$ cat src/rtl/ipc_present.sv
module ipc_present #(
  parameter int NSRC     = 4,
  parameter int SRC_BASE = 16,
  parameter int IPI_SRC  = 2
) (
  input  logic              clk,
  input  logic              rst,
  input  logic [3:0]        bus_addr,
  input  logic              bus_wr,
  input  logic [3:0]        bus_wstrb,
  input  logic [31:0]       bus_wdata,
  input  logic              bus_rd,
  output logic [31:0]       bus_rdata,
  input  logic [NSRC-1:0]   src_req,
  input  logic [8*NSRC-1:0] src_prio,
  output logic              cpu_irq
);
  localparam int NCAND = NSRC + 1;
  localparam int IW    = $clog2(NCAND + 1);

  logic [7:0]      cppr, mfrr;
  logic [NSRC-1:0] pend, insvc, ack_mask, eoi_mask;
  logic            win_v;
  logic [7:0]      win_p;
  logic [IW-1:0]   win_i;
  logic [23:0]     win_src;

  wire [1:0] word    = bus_addr[3:2];
  wire       wr_ctl  = bus_wr && (word == 2'd0 || word == 2'd1);
  wire       wr_eoi  = bus_wr && word == 2'd1 && bus_wstrb == 4'b1111;
  wire       wr_ipi  = bus_wr && word == 2'd3 && bus_wstrb[3];
  wire       rd_ack  = bus_rd && word == 2'd1;
  wire       ipi_v   = mfrr != 8'hFF;

  always_comb begin
    win_v = ipi_v;
    win_p = mfrr;
    win_i = '0;
    for (int i = 0; i < NSRC; i++) begin
      if (pend[i] && !insvc[i] && (!win_v || src_prio[8*i +: 8] < win_p)) begin
        win_v = 1'b1;
        win_p = src_prio[8*i +: 8];
        win_i = IW'(i + 1);
      end
    end
  end

  assign win_src = (win_i == '0) ? 24'(IPI_SRC) : 24'(SRC_BASE) + 24'(win_i) - 24'd1;
  assign cpu_irq = win_v && (win_p < cppr);

  wire [31:0] ctl_word = {cppr, cpu_irq ? win_src : 24'd0};

  always_comb begin
    for (int i = 0; i < NSRC; i++) begin
      ack_mask[i] = rd_ack && cpu_irq && win_i == IW'(i + 1);
      eoi_mask[i] = wr_eoi && bus_wdata[23:0] == 24'(SRC_BASE + i);
    end
  end

  always_ff @(posedge clk) begin
    if (rst) begin
      cppr      <= 8'h00;
      mfrr      <= 8'hFF;
      pend      <= '0;
      insvc     <= '0;
      bus_rdata <= '0;
    end else begin
      pend  <= (pend & ~ack_mask) | src_req;
      insvc <= (insvc & ~eoi_mask) | ack_mask;
      if (wr_ctl && bus_wstrb[3])
        cppr <= bus_wdata[31:24];
      else if (rd_ack && cpu_irq)
        cppr <= win_p;
      if (wr_ipi)
        mfrr <= bus_wdata[31:24];
      if (bus_rd) begin
        case (word)
          2'd0, 2'd1: bus_rdata <= ctl_word;
          2'd3:       bus_rdata <= {mfrr, 24'd0};
          default:    bus_rdata <= 32'd0;
        endcase
      end
    end
  end
endmodule

$ cat config.mk
export PLATFORM = sky130hd
export DESIGN_NAME = ipc_present
export DESIGN_NICKNAME = d
export VERILOG_FILES = /design/src/rtl/ipc_present.sv
export SDC_FILE = /design/constraint.sdc
export NUM_CORES = 1
export LEC_CHECK = 0
export BUFFER_PORTS_ARGS = -buffer_cell sky130_fd_sc_hd__buf_2
export CORE_MARGIN = 2
export CORE_UTILIZATION = 53
export DETAILED_ROUTE_END_ITERATION = 6
export PLACE_DENSITY = 0.82
export REMOVE_ABC_BUFFERS = 1
export SKIP_CTS_REPAIR_TIMING = 1
export SYNTH_ARGS = -nofsm -noshare
export SYNTH_HDL_FRONTEND = slang
export SYNTH_SLANG_ARGS = --single-unit
$ cat constraint.sdc
create_clock -name clk -period 13.4 [get_ports clk]
set_input_delay 2.01 -clock clk [delete_from_list [all_inputs] [get_ports clk]]
set_output_delay 2.01 -clock clk [all_outputs]
set_load 0.1 [all_outputs]
* Word level (Yosys, flattened, before mapping)
Index checks and enable logic that the tools add are counted.
** Cells by class
- Add/subtract/negate cells :: 2
- Multiply operators :: 0
- Div/mod/pow operators :: 0
- Order comparisons :: 5
- Equal/unequal tests :: 12
- Shifts and indexed selects :: 0
- Mux-type cells :: 17
- Bitwise gates (word level) :: 6
- Reduce and logical (&&, ||, !) cells :: 42
** Operators with widths (number)
- 24-bit by 5-bit equality test with 1-bit output (second input constant) :: 4
- 32-bit case mux with 2 select lines :: 1
- 24-bit 2-to-1 mux :: 2
- 8-bit 2-to-1 mux :: 6
- 8-bit < comparator :: 5
- 1-bit logical AND :: 25
- 3-bit 2-to-1 mux :: 3
- 4-bit AND :: 2
- 1-bit zero test :: 8
- 8-bit inequality test (second input constant) :: 1
- 4-bit inverter :: 2
- 4-bit bitwise OR :: 2
- 6-bit by 1-bit subtractor with 7-bit output (second input constant) :: 1
- 5-bit by 3-bit adder with 6-bit output (first input constant) :: 1
- 3-bit by 2-bit equality test with 1-bit output (second input constant) :: 2
- 1-bit logical OR :: 5
- 1-bit 2-to-1 mux :: 5
- 4-bit equality test (second input constant) :: 1
- 3-bit by 1-bit equality test with 1-bit output (second input constant) :: 1
- 3-bit equality test (second input constant) :: 1
- 3-bit zero test :: 1
- 2-bit by 1-bit equality test with 1-bit output (second input constant) :: 1
- 2-bit equality test (second input constant) :: 1
- 2-bit zero test :: 1
- 2 further kinds :: 2
** Storage, ports and cells
- Flip-flop bits (word level) :: 56
- Bits in latches :: 0
- Memory bits (writable) :: 0
- ROM bits :: 0
- Bits of input ports :: 80
- Output and inout bits :: 33
- Word-level logic and storage cells :: 89
- Memories kept :: 0

* Longest topological paths before layout
- Depth after elaboration :: 24
- Depth in mapped cells :: 48
- Mapped depth without buffers :: 45

* Least setup slack after synthesis
No wires, ideal clock.
- Path type :: input to output
- Start point :: input src_prio[5]
- End point :: output cpu_irq
- Arrival time :: 10775 ps
- Required time :: 11390 ps
- Slack :: 615 ps
- Cell stages on the path :: 41
- Path buffers :: 2
- Cell sequence :: ha_1 -> a211oi_1 -> o211a_4 -> o211ai_2 -> nand2_1 -> clkbuf_1 -> nor2_1 -> a21oi_1 -> ha_1 -> and4_1 -> a221oi_1 -> o21ai_1 -> a31oi_4 -> o21ai_4 -> mux2_2 -> ha_1 -> a21o_1 -> a21o_1 -> (+5 left out) -> nor2_1 -> ha_1 -> a21o_1 -> a21o_1 -> a21oi_1 -> nand2_1 -> inv_1 -> a21oi_2 -> inv_1 -> nor2_2 -> o22ai_1 -> ha_1 -> a21oi_1 -> nor2b_1 -> o21ai_0 -> o21ai_0 -> a211o_1 -> nor2b_1
** Between the ends
- Cells in the longest elaborated chain, start to end :: 18
- Elaborated cells on any way between the ends :: 25
- Those cells by class :: order compare: 5; mux: 8; reduce/logical: 12
** RTL lines
- start: declaration :: line 15 : input logic [8*NSRC-1:0] src_prio,
- 8-bit < comparator :: line 40 : if (pend[i] && !insvc[i] && (!win_v || src_prio[8*i +: 8] < win_p)) begin
- 1-bit logical OR :: line 40
- 1-bit logical AND :: line 40
- 8-bit 2-to-1 mux or 1-bit 2-to-1 mux (tied branches) :: line 40
- 8-bit < comparator or 1-bit zero test (tied branches) :: line 40
- 1-bit logical OR :: line 40
- 1-bit logical AND :: line 40
- 8-bit 2-to-1 mux or 1-bit 2-to-1 mux (tied branches) :: line 40
- (+2 left out)
- 1-bit logical AND :: line 40
- 8-bit 2-to-1 mux or 1-bit 2-to-1 mux (tied branches) :: line 40
- 8-bit < comparator or 1-bit zero test (tied branches) :: line 40
- 1-bit logical OR :: line 40
- 1-bit logical AND :: line 40
- 8-bit 2-to-1 mux :: line 40
- 8-bit < comparator :: line 49 : assign cpu_irq = win_v && (win_p < cppr);
- 1-bit logical AND (*) :: line 49
- end: declaration :: line 16 : output logic cpu_irq
Mark *: on every way between the ends. The rest lies on a longest branch, timed or not.

* Final worst setup path
Same ends and word-level chain as after synthesis.

==> flow_metrics.tcl <==
set metrics [dict create \
    syn_area_per_cell_um2 7.85 \
    drc_errors 0 \
    antenna_found_initial 0 \
    synth_top_flop_cell "dfxtp_1" \
    skew_ns 0.00571 \
    ys_types 71 \
    rows 30 \
    synthCells 478 \
    path_clk_slew_ns 0.07 \
    cap_violations 0 \
    io_buffer_count 91 \
    cp-end-kind "output pin" \
    drt-initial-drc-count 184 \
    powerDensity_mw_per_mm2 119 \
    drt-wirelength-per-cell_um 15.9 \
    wl_um 10500 \
    worst_pin_slew_ns 0.936 \
    clk_path_buf_depth 2 \
    multi_input_area_mm2 0.00272 \
    critPathMostFrequentCell "ha_1" \
    timing.fmax_mhz 77.8 \
    ant_nets 0 \
    max_stage_delay_ns 0.46 \
    ys_warn_count 0 \
    synth-seq-cells 37 \
    startpoint_type "input pin" \
    root_buffer "clkbuf_8" \
    antenna-diode-count 0 \
    total_power_uw 519 \
    placed_area_mm2 0.00421 \
    slowest_stage "buf_2" \
    start_util_pct 54.9 \
    crit_path_max_fanout 17 \
    synthArstFlopShare_pct 0 \
    cpLargestDelayFamily "compound AO/OA/AOI/OAI gates" \
    grt_max_degree 35 \
    syn2layout_area_growth_pct 15.9 \
    cts_made_buffers 5 \
    ios 113 \
    grt_pass1_wl_um 16600 \
    die_area_mm2 0.00777 \
    cts_tree "yes" \
    num_vias 3835 \
    critPathBufInv 4 \
    synth_edf_count 0 \
    relSlewSlack_pct 37.3 \
    grt.overflow.total 0 \
    grt_pass1_vias 3566 \
    vias_per_cell 5.80 \
    ir_worst_vdd_mv 0.0522 \
    arrival_ns 10.84 \
    finalSetupViolCount 0 \
    finalHoldViolCount 0 \
    hold_class "register to register" \
    design_area_mm2 0.00435 \
    clk_latency_ns 0.28 \
    core_mm2 0.00683 \
    first_pass_iters 5 \
    crit_type "input pin to output pin" \
    drive_gt1_share_pct 26.9 \
    drv_slew 0 \
    final.period_utilization_pct 95.9 \
    track_usage_pct 27.2 \
    die_h_um 88.2 \
    syn-cell-area_mm2 0.00375 \
    p_leak_nw 2.03 \
    clock_sinks 37 \
    fin_nets 679 \
    status "finished clean" \
    place_congestion 0.931 \
    hold_depth 1 \
    n_fill_cell 636 \
    die_w_um 88.2 \
    hpwl_um 8510 \
    ff2ff_path_depth 44 \
    required_ns 11.39 \
    yosysSeqAreaShare_pct 19.7 \
    cts_max_level 2 \
    cp.depth 41 \
    seq_area_um2 741 \
    min_period_ns 12.85 \
]
==> report_power, final <==
group	switching [mW]	internal (mW)	total, mW
sequential	0.00578	0.118	0.123
clock	0.0386	0.0465	0.0850
combinational	0.208	0.103	0.311
total	0.252	0.267	0.519
==> cells in the final DEF (no fill, tap or decap), types with 12 or more instances in the layout <==
master    synthesis  layout
a211oi_1         15      15
a21o_1           12      12
a21oi_1          39      37
buf_2             2      91
conb_1            1      19
dfxtp_1          37      37
ha_1             35      35
inv_1            44      44
nand2_1          21      20
nand2b_1         15      15
nand3_1          13      13
nor2_1           45      45
o21ai_0          19      19
==> flip-flops by register name, indices dropped and copies added (netlist names) <==
| name | count |
|---|---|
| cppr | 8 |
| bus_rdata | 13 |
| insvc | 4 |
| mfrr | 8 |
| pend | 4 |
==> kinds of logic after synthesis <==
family	count (synthesis)	synth area share, %
AOI/OAI and AO/OA	161	33.1
and+or+nand+nor	154	22.1
buffers and inverters	80	10.2
DFF	37	19.7
adders and majority gates	36	11.9
muxes	8	2.47
other	1	0.0999
xor gates and xnor gates	1	0.433
==> routing by layer <==
layer | vias to the layer above | global-route usage [%] | wire (µm)
li1 | 1883 | - | -
met4 | 0 | 8.95 | 263
met3 | 24 | 3.96 | 709
met2 | 160 | 47.0 | 5050
met5 | - | 0 | 0
met1 | 1768 | 34.9 | 4470
==> final timing paths <==
path                                             endpoint  slack (ns)                 startpoint
worst max-delay path                              cpu_irq        0.55                src_prio[5]
worst min-delay path            bus_rdata[2]$_SDFFE_PP0P_        0.47  bus_rdata[2]$_SDFFE_PP0P_
worst max register to register        insvc[0]$_SDFF_PP0_        3.46       mfrr[5]$_SDFFE_PP1P_
worst min register to register  bus_rdata[2]$_SDFFE_PP0P_        0.47  bus_rdata[2]$_SDFFE_PP0P_
==> synthesized netlist by cell type, types with 4 or more instances <==
cell type | instances | area, µm²
clkbuf_1 | 13 | 48.8
nand4_1 | 9 | 56.3
and3_1 | 6 | 37.5
or3_1 | 5 | 31.3
inv_1 | 44 | 165
ha_1 | 35 | 438
o211ai_1 | 7 | 52.6
o21ai_0 | 19 | 95.1
nor3_1 | 4 | 20.0
o31ai_1 | 5 | 37.5
a21o_1 | 12 | 90.1
a21oi_1 | 39 | 195
o21ai_1 | 8 | 40.0
mux2_2 | 6 | 67.6
a311oi_1 | 9 | 78.8
nor2b_1 | 9 | 56.3
dfxtp_1 | 37 | 741
buf_4 | 19 | 143
nand2_1 | 21 | 78.8
o22ai_1 | 8 | 50.1
nand3_1 | 13 | 65.1
nor2_1 | 45 | 169
nand2b_1 | 15 | 93.8
nor4_1 | 5 | 31.3
a211oi_1 | 15 | 113
a211o_1 | 4 | 35.0
==> area by class of cell <==
class / count / area share [%]
multi-input combinational: 379 / 62.6
clock buffer: 7 / 2.22
sequential: 37 / 17.0
clock inverter: 1 / 0.115
timing repair buffer: 97 / 11.5
inverter: 44 / 3.80
tap: 96 / 2.76
==> stage by stage <==
stage / util, % / hold slack (ns) / std cells / setup slack [ns] / TNS, ns
after global routing: 63.7 / 0.481 / 661 / -0.00331 / -0.00331
after CTS: 63.1 / 0.473 / 659 / 0.219 / 0
after floorplan: - / 0.438 / 460 / 0.558 / 0
after global placement: 61.6 / 0.456 / 651 / 0.598 / 0
after detailed placement: 61.6 / 0.461 / 651 / 0.238 / 0
final: 63.7 / 0.469 / 661 / 0.553 / 0
No activity file was read; power rests on OpenSTA's default activity.
